$ cat config.mk
export PLATFORM = sky130hd
export DESIGN_NAME = rom_chk_top
export DESIGN_NICKNAME = d
export VERILOG_FILES = /design/src/rtl/rom_chk_pkg.sv /design/src/rtl/rom_chk_seq.sv /design/src/rtl/rom_chk_accum.sv /design/src/rtl/rom_chk_judge.sv /design/src/rtl/rom_chk_top.sv
export SDC_FILE = /design/constraint.sdc
export NUM_CORES = 1
export LEC_CHECK = 0
export BUFFER_PORTS_ARGS = -buffer_cell sky130_fd_sc_hd__buf_2
export CAP_MARGIN = 10
export CELL_PAD_IN_SITES_DETAIL_PLACEMENT = 1
export CELL_PAD_IN_SITES_GLOBAL_PLACEMENT = 2
export CORE_MARGIN = 1
export CORE_UTILIZATION = 36
export CTS_CLUSTER_SIZE = 30
export DETAILED_ROUTE_END_ITERATION = 10
export GPL_ROUTABILITY_DRIVEN = 0
export MAX_ROUTING_LAYER = met4
export PLACE_DENSITY = 0.93
export REMOVE_ABC_BUFFERS = 1
export SLEW_MARGIN = 0
export SYNTH_ARGS = -nofsm -noshare
export SYNTH_HDL_FRONTEND = slang
export SYNTH_SLANG_ARGS = --single-unit
export TNS_END_PERCENT = 20
$ cat constraint.sdc
create_clock -name clk -period 5.7 [get_ports clk]
set_input_delay 1.14 -clock clk [delete_from_list [all_inputs] [get_ports clk]]
set_output_delay 1.14 -clock clk [all_outputs]
set_load 0.01 [all_outputs]
$ cat src/rtl/rom_chk_pkg.sv
package rom_chk_pkg;

  typedef logic [7:0] byte_t;

  localparam int NUM_REGIONS = 5;
  localparam int IDX_W       = 3;
  localparam logic [IDX_W-1:0] UTIL_IDX = IDX_W'(NUM_REGIONS - 1);

  // Identification code expected as the byte sum of each scan position.
  function automatic byte_t region_code(input logic [IDX_W-1:0] idx);
    byte_t c;
    case (idx)
      3'd0:    c = 8'h04;
      3'd1:    c = 8'h03;
      3'd2:    c = 8'h02;
      3'd3:    c = 8'h01;
      default: c = 8'h80;
    endcase
    return c;
  endfunction

  // Slot number (base address divided by region size) of each scan position.
  function automatic logic [3:0] region_slot(input logic [IDX_W-1:0] idx);
    logic [3:0] s;
    case (idx)
      3'd0:    s = 4'd1;
      3'd1:    s = 4'd2;
      3'd2:    s = 4'd12;
      3'd3:    s = 4'd3;
      default: s = 4'd0;
    endcase
    return s;
  endfunction

endpackage

$ cat src/rtl/rom_chk_seq.sv
module rom_chk_seq
  import rom_chk_pkg::*;
#(
  parameter int REGION_LOG2 = 12
) (
  input  logic                   clk,
  input  logic                   rst,
  input  logic                   launch,
  input  logic                   advance,
  output logic [REGION_LOG2+3:0] mem_addr,
  output logic                   rd_vld,
  output logic                   rd_last,
  output logic [IDX_W-1:0]       region_idx
);

  localparam logic [REGION_LOG2-1:0] OFF_LAST = '1;

  logic [REGION_LOG2-1:0] off_q;
  logic                   issuing_q;
  logic [IDX_W-1:0]       idx_q;

  always_ff @(posedge clk) begin
    if (rst) begin
      off_q     <= '0;
      issuing_q <= 1'b0;
      idx_q     <= '0;
      rd_vld    <= 1'b0;
      rd_last   <= 1'b0;
    end else begin
      rd_vld  <= issuing_q;
      rd_last <= issuing_q && (off_q == OFF_LAST);
      if (launch) begin
        idx_q     <= '0;
        off_q     <= '0;
        issuing_q <= 1'b1;
      end else if (advance) begin
        idx_q     <= idx_q + 1'b1;
        off_q     <= '0;
        issuing_q <= 1'b1;
      end else if (issuing_q) begin
        off_q <= off_q + 1'b1;
        if (off_q == OFF_LAST) issuing_q <= 1'b0;
      end
    end
  end

  assign mem_addr   = {region_slot(idx_q), off_q};
  assign region_idx = idx_q;


  region_end_chk: assert property (@(posedge clk) disable iff (rst)
    $fell(issuing_q) |-> (rd_last && rd_vld && off_q == '0));


  last_has_vld_chk: assert property (@(posedge clk) disable iff (rst)
    rd_last |-> rd_vld);

endmodule

$ cat src/rtl/rom_chk_accum.sv
module rom_chk_accum
  import rom_chk_pkg::*;
(
  input  logic  clk,
  input  logic  rst,
  input  logic  rd_vld,
  input  logic  rd_last,
  input  byte_t mem_rdata,
  output byte_t sum_fin,
  output byte_t and_fin
);

  byte_t sum_q;
  byte_t and_q;

  assign sum_fin = sum_q + mem_rdata;
  assign and_fin = and_q & mem_rdata;

  always_ff @(posedge clk) begin
    if (rst) begin
      sum_q <= '0;
      and_q <= '1;
    end else if (rd_vld) begin
      if (rd_last) begin
        sum_q <= '0;
        and_q <= '1;
      end else begin
        sum_q <= sum_fin;
        and_q <= and_fin;
      end
    end
  end


  acc_clear_chk: assert property (@(posedge clk) disable iff (rst)
    rd_last |=> (sum_q == 8'h00 && and_q == 8'hFF));

endmodule

$ cat src/rtl/rom_chk_judge.sv
module rom_chk_judge
  import rom_chk_pkg::*;
(
  input  logic [IDX_W-1:0] region_idx,
  input  byte_t            must_cnt,
  input  byte_t            sum_fin,
  input  byte_t            and_fin,
  output logic             region_ok,
  output byte_t            code
);

  logic mandatory;
  logic empty;

  always_comb begin
    code      = region_code(region_idx);
    mandatory = (region_idx == UTIL_IDX) || ({5'b0, region_idx} < must_cnt);
    empty     = (and_fin == 8'hFF);
    region_ok = (sum_fin == code) || (!mandatory && empty);
  end

endmodule

$ cat src/rtl/rom_chk_top.sv
module rom_chk_top
  import rom_chk_pkg::*;
#(
  parameter int REGION_LOG2 = 12
) (
  input  logic                   clk,
  input  logic                   rst,
  input  logic                   start,
  input  logic [7:0]             must_cnt,
  output logic [REGION_LOG2+3:0] mem_addr,
  input  logic [7:0]             mem_rdata,
  output logic                   done,
  output logic                   pass,
  output logic [7:0]             err_code
);

  localparam byte_t BAD_CNT = 8'hFF;

  logic             busy_q;
  byte_t            cnt_q;
  logic             launch;
  logic             advance;
  logic             rd_vld;
  logic             rd_last;
  logic [IDX_W-1:0] region_idx;
  byte_t            sum_fin;
  byte_t            and_fin;
  logic             region_ok;
  byte_t            code;

  assign launch  = start && !busy_q && (must_cnt != BAD_CNT);
  assign advance = busy_q && rd_last && region_ok && (region_idx != UTIL_IDX);

  rom_chk_seq #(.REGION_LOG2(REGION_LOG2)) u_seq (
    .clk        (clk),
    .rst        (rst),
    .launch     (launch),
    .advance    (advance),
    .mem_addr   (mem_addr),
    .rd_vld     (rd_vld),
    .rd_last    (rd_last),
    .region_idx (region_idx)
  );

  rom_chk_accum u_accum (
    .clk       (clk),
    .rst       (rst),
    .rd_vld    (rd_vld),
    .rd_last   (rd_last),
    .mem_rdata (mem_rdata),
    .sum_fin   (sum_fin),
    .and_fin   (and_fin)
  );

  rom_chk_judge u_judge (
    .region_idx (region_idx),
    .must_cnt   (cnt_q),
    .sum_fin    (sum_fin),
    .and_fin    (and_fin),
    .region_ok  (region_ok),
    .code       (code)
  );

  always_ff @(posedge clk) begin
    if (rst) begin
      busy_q   <= 1'b0;
      cnt_q    <= '0;
      done     <= 1'b0;
      pass     <= 1'b0;
      err_code <= '0;
    end else begin
      done <= 1'b0;
      if (!busy_q) begin
        if (start) begin
          pass     <= 1'b0;
          if (must_cnt == BAD_CNT) begin
            done     <= 1'b1;
            err_code <= BAD_CNT;
          end else begin
            busy_q   <= 1'b1;
            cnt_q    <= must_cnt;
            err_code <= '0;
          end
        end
      end else if (rd_last) begin
        if (!region_ok) begin
          busy_q   <= 1'b0;
          done     <= 1'b1;
          pass     <= 1'b0;
          err_code <= code;
        end else if (region_idx == UTIL_IDX) begin
          busy_q   <= 1'b0;
          done     <= 1'b1;
          pass     <= 1'b1;
          err_code <= '0;
        end
      end
    end
  end


  done_pulse_chk: assert property (@(posedge clk) disable iff (rst)
    done |=> !done);


  pass_code_chk: assert property (@(posedge clk) disable iff (rst)
    (done && pass) |-> (err_code == 8'h00));


  fail_code_chk: assert property (@(posedge clk) disable iff (rst)
    (done && !pass) |-> (err_code != 8'h00));


  start_ignore_chk: assert property (@(posedge clk) disable iff (rst)
    (busy_q && start) |=> $stable(cnt_q));

endmodule

After elaboration in Yosys (flattened, before gate mapping)
Index checks and enable logic that the tools add are counted.
Word-level totals
  bits in registers: 53
Cells by class
  add/subtract/negate cells: 3
  reductions and logical operators: 17
  equal/unequal tests: 12
  muxes and demuxes: 31
  magnitude comparators: 1
  bitwise gates (word level): 3
Operator list (number)
  $mux 8: 8
  $pmux 8 s4: 1
  $mux 1: 21
  $eq 8x8->1 const B: 2
  $pmux 4 s4: 1
  $add 12x1->12 const B: 1
  $eq 12x12->1 const B: 1
  $add 8x8->8: 1
  $and 8x8->8: 1
  $eq 8x8->1: 1
  $lt 3x8->1: 1
  $ne 8x8->1 const B: 1
  $logic_and 1x1->1: 7
  $eq 3x2->1 const B: 2
  $reduce_and 3->1: 2
  $add 3x1->3 const B: 1
  $eq 3x1->1 const B: 1
  $eq 3x3->1 const B: 1
  $logic_not 3->1: 1
  $ne 3x2->1 const B: 1
  $ne 3x3->1 const B: 1
  $reduce_or 3->1: 1
  $logic_not 1->1: 2
  $logic_or 1x1->1: 2
  other kinds (4): 5

Depth between registers and ports, before layout
Gate-level depths: netlist of the first run.
  depth after elaboration: 9
  gate-level depth with buffers: 11

By module
A second synthesis of the first run with hierarchy kept.
Unflattened totals
  cell total of the unflattened synthesis: 333
  area total of the unflattened synthesis: 3047.9 µm²
Modules (own cells, without submodules)
  rom_chk_top: seq. area each 380.4 µm², area an instance 1036.0 µm², cells each 100, times used 1
  rom_chk_accum: seq. area each 320.3 µm², area an instance 884.6 µm², cells each 104, times used 1
  rom_chk_seq: seq. area each 360.3 µm², area an instance 862.1 µm², cells each 94, times used 1
  rom_chk_judge: seq. area each 0.0 µm², area an instance 265.3 µm², cells each 35, times used 1

Worst setup path before layout of the first run
No wires, ideal clock.
  path kind: input to register
  start point: input port mem_rdata[0]
  end point: register err_code[0]
  buffers on the path: 0
  stages on the path: 9
  arrival: 3435 ps
  path slack: 2147 ps
  required time: 5583 ps
  cell sequence: ha_1 fa_1 a211oi_1 nor2_1 o311ai_1 nor4_4 a211oi_2 nor3_1 a32o_1
On the way
  word-level cells in the longest chain between the ends: 7
  elaborated cells between the ends (all ways): 11
  those cells by class: 1 x add/sub; 3 x eq/ne; 3 x mux; 1 x bitwise; 3 x reduce/logical
RTL lines
  start: declaration: line rom_chk_top.sv:11  | input logic [7:0] mem_rdata,
  parallel branches: the longest is 3 deep, another holds $add 8x8->8
  $logic_or 1x1->1 (*): line rom_chk_judge.sv:19  | region_ok = (sum_fin == code) || (!mandatory && empty);
  $mux 8: line rom_chk_top.sv:86  | if (!region_ok) begin
  $mux 8: line rom_chk_top.sv:85  | end else if (rd_last) begin
  $mux 8: line rom_chk_top.sv:73  | if (!busy_q) begin
  end signal: assignment: line rom_chk_top.sv:90  | err_code <= code;
  end: declaration: line rom_chk_top.sv:14  | output logic [7:0] err_code
Mark *: on every way between the ends. The select of a mux whose other input is x is not followed.
A chain may end at the register's enable or synchronous reset.

Final worst setup path of the first run
  start point: input port mem_rdata[0]
  end point: register u_seq.off_q[4]
On the way
  word-level cells in the longest chain between the ends: 7
  elaborated cells between the ends (all ways): 9
  those cells by class: 1 x add/sub; 2 x eq/ne; 1 x bitwise; 5 x reduce/logical
RTL lines
  parallel branches: the longest is 3 deep, another holds $add 8x8->8
  $logic_or 1x1->1 (*): line rom_chk_judge.sv:19
  $logic_and 1x1->1 (*) (2 in series): line rom_chk_top.sv:32  | assign advance = busy_q && rd_last && region_ok && (region_idx != UTIL_IDX);
  $reduce_or 3->1 (no source line) (*)
  end signal: assignment: line rom_chk_seq.sv:41  | off_q <= off_q + 1'b1;
  end: declaration: line rom_chk_seq.sv:18  | logic [REGION_LOG2-1:0] off_q;
Mark *: on every way between the ends.

==> results of run 1 <==
kinds of logic after synthesis:
| kind of cell | Yosys count | synth area share |
|---|---|---|
| buffers and inverters | 19 | 0.0346 |
| DFF | 50 | 0.390 |
| adders and majority gates | 16 | 0.0809 |
| xor gates and xnor gates | 16 | 0.0546 |
| muxes | 6 | 0.0234 |
| and+or+nand+nor | 130 | 0.250 |
| AOI/OAI and AO/OA | 62 | 0.166 |
area by class of cell:
class | count | area, sq um | area share
flip-flops and latches | 50 | 1000 | 0.342
clock buffers | 5 | 68.8 | 0.0235
clock inverters | 2 | 13.8 | 0.00470
multi-input cells | 230 | 1480 | 0.504
repair buffers | 44 | 220 | 0.0752
inverters | 7 | 26.3 | 0.00898
well taps | 96 | 120 | 0.0410
routing by layer:
layer | part of all wire | up-vias | track usage
met4 | 0.0098 | 0 | 0.0500
li1 | - | 1149 | -
met2 | 0.48 | 33 | 0.341
met1 | 0.48 | 1064 | 0.259
met3 | 0.029 | 6 | 0.0305
met5 | 0 | - | -
per-stage QoR:
step / instances / setup WS, ns
after floorplan: 287 / 2.15
after global placement: 427 / 1.58
after detailed placement: 427 / 1.47
after CTS: 434 / 1.81
after global routing: 434 / 1.64
final: 434 / 1.88
worst max-delay path, stage by stage:
cell and delay [ns]:
buf_2 0.11, ha_1 0.22, fa_1 0.41, a211oi_1 0.35, or4_1 0.17, o311ai_1 0.16, nor4_4 0.40, a21oi_1 0.19
o21ai_1 0.72, nor2_1 0.11
cell usage after synthesis, types with 2 or more instances:
master	count
nand4b_1	2
a21oi_1	15
buf_4	4
dfxtp_1	50
nor2_1	51
inv_1	7
a211o_1	2
buf_2	2
a22oi_1	4
ha_1	15
nor4_1	3
mux2i_1	6
xor2_1	10
nand3_1	13
clkbuf_1	5
nor3_1	8
a21o_1	5
nand3b_1	2
nand2_1	21
o211a_1	2
nand2b_1	4
a211oi_1	2
o221ai_1	2
a32o_1	2
nor2b_1	7
xnor2_1	6
o41ai_1	2
or4_1	2
nand4_1	5
or3_1	2
and3_1	2
o21ai_0	13
power breakdown:
part | switching [mW] | total, mW | internal, mW
combinational | 0.0611 | 0.105 | 0.0441
sequential | 0.0109 | 0.374 | 0.363
clock | 0.120 | 0.205 | 0.0850
total | 0.192 | 0.684 | 0.492
worst max path at each step:
stage,start,end,cells past startpoint
floorplan,mem_rdata[0],err_code[0]$_SDFFE_PP0P_,9
detailed placement,mem_rdata[0],u_seq.off_q[4]$_SDFFE_PP0P_,10
CTS,mem_rdata[0],u_seq.off_q[4]$_SDFFE_PP0P_,10
global route,mem_rdata[0],u_seq.off_q[2]$_SDFFE_PP0P_,10
global placement,mem_rdata[0],u_seq.off_q[9]$_SDFFE_PP0P_,10
finish,mem_rdata[0],u_seq.off_q[4]$_SDFFE_PP0P_,10
flip-flops by register name, summed over array words and instances (netlist names):
signal	cells
u_seq.off_q	12
cnt_q	8
u_accum.and_q	8
u_accum.sum_q	8
err_code	5
u_seq.region_idx	3
busy_q	1
done	1
pass	1
u_seq.issuing_q	1
u_seq.rd_last	1
u_seq.rd_vld	1
==> impl_metrics.toml, run 1 <==
[floorplanning]
core_sq_um = 6830
pin_count = 45
die_y_um = 86.4
die_x_um = 86.4
die_area_sq_um = 7470
initial_core_util = 0.376
rows = 30

[clocking]
cts_tree = "done"
cts-root-buf = "clkbuf_8"
htreeDepth = 2
clockBufferDepth = 2
post_cts_buffers = 0
holdBufCountCts = 0
ctsResizeCount = 0
numCtsBuffers = 5
clock-sinks = 50
cts.reportedPaths.clkPinSlew_ns = 0.09
clk_latency_ns = 0.31

[logic_synthesis]
ys_seq_elements = 50
ys_types = 55
syn_inst = 299
syn_area_sq_um = 2570
synthFlopType = "dfxtp_1"
seq_area_frac_synth = 0.390
synth_top_area_frac = 0.390
synth_edf_count = 0
avgSynthCellArea_sq_um = 8.58
synth_top_cell_by_area = "dfxtp_1"
synthArstFlopShare = 0
synthTopCellsByArea = "dfxtp_1 39%, nor2_1 7.5%, ha_1 7.3%"
yosysWarningCount = 0

[power]
ir_worst_vdd_mv = 0.103
pwr_density_cell_nw_per_um2 = 234
p_total_mw = 0.684
p_leak_nw = 1.25

[critical_path]
reg2reg_depth = 9
criticalPathCategory = "input pin to flop"
worstReg2RegStart = "u_accum.sum_q[0]$_SDFFE_PP0P_"
crit_path_end_kind = "flop"
r2r_slack_ns = 2.52
reg2reg_to = "u_seq.off_q[4]$_SDFFE_PP0P_"
crit_fanout = 12
crit_path_start_kind = "input pin"
cp.arrival_ns = 3.99
required_ns = 5.87

[global_routing]
grt_start_max_net_pins = 26
grt_overflow = 0
antenna_found_initial = 0
grt_pass1_wl_um = 11700
grt_pass1_vias = 2377
grtUsageTotal = 0.204

[place]
io_buffer_count = 44
placed_area_sq_um = 2840
hpwlAfterDp_um = 5110

[sta]
setup_tns_ns = 0
finClkSkew_ns = 0.0139
setup_violations = 0
finalCriticalPeriod_ns = 3.82
hold_viol = 0
rsz0062_at_grt = "false"
drv_slew = 0
worst_pin_slew_ns = 0.952
whs_ns = 0.470
fmax_mhz = 262
slew_headroom = 0.363
final.period_utilization = 0.670

[routing]
wl_um = 6620
ant_nets = 0
wl_per_cell_um = 15.3
drt-initial-drc-count = 114
vias_per_cell = 5.19
drc = 0
num_vias = 2252
drt_first_pass_iters = 4

[worst_hold_path]
holdCritPathClass = "flop to flop"
holdPathStages = 2
hp-start = "u_accum.and_q[0]$_SDFFE_PP1P_"
holdPathEnd = "u_accum.and_q[0]$_SDFFE_PP1P_"

[final_layout]
final_common_cell = "nor2_1"
fillers = 859
syn2layout_area_growth_pct = 14.0
fin_util = 0.428
final_layout_size_suffix_gt1_frac = 0.166
diodes = 0
mostFrequentLayoutCells = "51 x nor2_1, 50 x dfxtp_1, 44 x buf_2"
final_nets = 373
fin_area_sq_um = 2930

[outcome]
status = "complete, no violations"

[job]
maxCapViolCount = 0
No activity file was read; power rests on OpenSTA's default activity.
==> run 2, diff against run 1 <==
--- a/config.mk
+++ b/config.mk
@@ -5,17 +5,18 @@
 export SDC_FILE = /design/constraint.sdc
 export NUM_CORES = 1
 export LEC_CHECK = 0
+export ABC_AREA = 1
 export BUFFER_PORTS_ARGS = -buffer_cell sky130_fd_sc_hd__buf_2
 export CAP_MARGIN = 10
 export CELL_PAD_IN_SITES_DETAIL_PLACEMENT = 1
 export CELL_PAD_IN_SITES_GLOBAL_PLACEMENT = 2
 export CORE_MARGIN = 1
-export CORE_UTILIZATION = 36
+export CORE_UTILIZATION = 31
 export CTS_CLUSTER_SIZE = 30
 export DETAILED_ROUTE_END_ITERATION = 10
 export GPL_ROUTABILITY_DRIVEN = 0
 export MAX_ROUTING_LAYER = met4
-export PLACE_DENSITY = 0.93
+export PLACE_DENSITY = 0.86
 export REMOVE_ABC_BUFFERS = 1
 export SLEW_MARGIN = 0
 export SYNTH_ARGS = -nofsm -noshare
==> constraint.sdc (replaced) <==
create_clock -name clk -period 3.7 [get_ports clk]
set_input_delay 0.74 -clock clk [delete_from_list [all_inputs] [get_ports clk]]
set_output_delay 0.74 -clock clk [all_outputs]
set_load 0.01 [all_outputs]
==> impl_metrics.toml, run 2 <==
[logic_synthesis]
yosysWarningCount = 0
synth_top_cell_by_area = "dfxtp_1"
synthTopCellsByArea = "dfxtp_1 37%, nand2_1 12%, ha_1 7.0%"
synthArstFlopShare = 0
syn_area_sq_um = 2690
yosysMostFrequentCell = "nand2_1"
synthFlopType = "dfxtp_1"
synth_top_cells_by_count = "88 x nand2_1, 50 x dfxtp_1, 40 x nor2_1"
ys_types = 33
ys_seq_elements = 50
avgSynthCellArea_sq_um = 7.17
synth_top_area_frac = 0.372
syn_inst = 375
synth_edf_count = 0
seq_area_frac_synth = 0.372

[power]
seq_power_share = 0.530
p_sw_frac = 0.303
p_total_mw = 1.08
power_switching_mw = 0.328
combPwrFrac = 0.140
p_leak_nw = 1.44
ir_worst_vdd_mv = 0.141
power.internal_mw = 0.756
pwr_density_cell_nw_per_um2 = 355
clkPwrFrac = 0.329

[global_routing]
antenna_found_initial = 0
grt_pass1_wl_um = 11800
grt_start_max_net_pins = 22
grt_pass1_vias = 2521
grtUsageTotal = 0.173
grt_overflow = 0

[sta]
finalCriticalPeriod_ns = 2.62
finClkSkew_ns = 0.00836
drv_slew = 0
fmax_mhz = 382
rsz0062_at_grt = "false"
setup_tns_ns = 0
hold_viol = 0
slew_headroom = 0.516
setup_violations = 0
worst_pin_slew_ns = 0.725
final.period_utilization = 0.707

[clocking]
clk_latency_ns = 0.32
cts-root-buf = "clkbuf_8"
post_cts_buffers = 0
cts.reportedPaths.clkPinSlew_ns = 0.10
holdBufCountCts = 0
numCtsBuffers = 5
ctsResizeCount = 0
clock-sinks = 50
htreeDepth = 2
cts_tree = "done"
clockBufferDepth = 2

[critical_path]
cp.arrival_ns = 2.82
crit_path_start_kind = "input pin"
required_ns = 3.91
criticalPathCategory = "input pin to flop"
crit_path_end_kind = "flop"
crit_fanout = 12

[final_layout]
largest_register = "u_seq.off_q"
fin_util = 0.368
mostFrequentLayoutCells = "88 x nand2_1, 50 x dfxtp_1, 44 x buf_2"
diodes = 0
final_nets = 447
final_layout_size_suffix_gt1_frac = 0.167
final_common_cell = "nand2_1"
largest_register_ffs = 12
fillers = 1080
syn2layout_area_growth_pct = 13.5
fin_area_sq_um = 3050

[worst_hold_path]
holdCritPathClass = "flop to flop"

[routing]
num_vias = 2479
drt-initial-drc-count = 63
wl_per_cell_um = 13.5
drc = 0
ant_nets = 0
wl_um = 6990
drt_first_pass_iters = 4
vias_per_cell = 4.79

[floorplanning]
pin_count = 45
core_sq_um = 8300
rows = 33
die_area_sq_um = 9050
die_y_um = 95.2
initial_core_util = 0.324
die_x_um = 95.2

[job]
maxCapViolCount = 0

[outcome]
status = "complete, no violations"

[place]
placed_area_sq_um = 2960
io_buffer_count = 44
hpwlAfterDp_um = 5420
## run 2: cell count changes after synthesis, moves of 8 or more
cell     delta
inv_1      +32
nand3_1    +21
a21oi_1     +9
nor2_1     -11
o21ai_0     +8
nand2_1    +67
## run 2: critical path, stage by stage
cell and delay, ns:
buf_2 0.11, ha_1 0.23, fa_1 0.57, inv_1 0.06, nand2_1 0.07, nand2_1 0.04
nor2_1 0.08, nand3_1 0.09, nor2_1 0.12, nand3_2 0.10, nand2_4 0.12, nand3_2 0.16
nand2_2 0.25, nor3b_1 0.08
## run 2: power groups by stage
stage / sequential (mW) / clock (mW) / combinational, mW
floorplan: 0.585 / 0 / 0.0998
CTS: 0.575 / 0.370 / 0.155
detailed placement: 0.587 / 0 / 0.154
finish: 0.575 / 0.357 / 0.152
global placement: 0.586 / 0 / 0.149
global route: 0.578 / 0.390 / 0.176
## run 2: final cells by class
cell class / count / area (sq um) / share of cell area
clock inverter: 3 / 28.8 / 0.00942
clock buffer: 5 / 68.8 / 0.0225
tap: 105 / 131 / 0.0430
inverter: 42 / 158 / 0.0516
multi-input combinational: 269 / 1450 / 0.474
timing repair buffer: 44 / 220 / 0.0721
sequential: 50 / 1000 / 0.328
## run 2: through the flow
stage          std cells  hold slack [ns]  setup slack [ns]
5_1_grt              518            0.503             0.895
3_5_place_dp         510            0.463             0.738
3_3_place_gp         510            0.455             0.806
2_1_floorplan        361            0.441              1.17
6_report             518            0.477              1.08
4_1_cts              518            0.479              1.04
## run 2: per-layer routing
metal	GRT usage	vias up	wire, um
met3	0.0263	7	169
li1	-	1278	-
met1	0.203	1164	3250
met5	-	-	0
met4	0.0417	0	68
met2	0.308	30	3510
## run 2: path summary, 6_finish.rpt
kind                            startpoint                       endpoint  slack [ns]  cells after the start
max                           mem_rdata[0]    u_seq.off_q[0]$_SDFFE_PP0P_        1.08                     14
min          u_accum.sum_q[5]$_SDFFE_PP0P_  u_accum.sum_q[5]$_SDFFE_PP0P_        0.48                      2
max reg2reg  u_accum.sum_q[0]$_SDFFE_PP0P_    u_seq.off_q[0]$_SDFFE_PP0P_        1.29                     13
min reg2reg  u_accum.sum_q[5]$_SDFFE_PP0P_  u_accum.sum_q[5]$_SDFFE_PP0P_        0.48                      2
## run 2: cells by family after synthesis
logic type,after synthesis,share of synthesized area
xor gates and xnor gates,11,0.0358
DFF,50,0.372
AOI/OAI and AO/OA,51,0.101
and+or+nand+nor,191,0.323
adders and majority gates,16,0.0772
buffers and inverters,56,0.0902
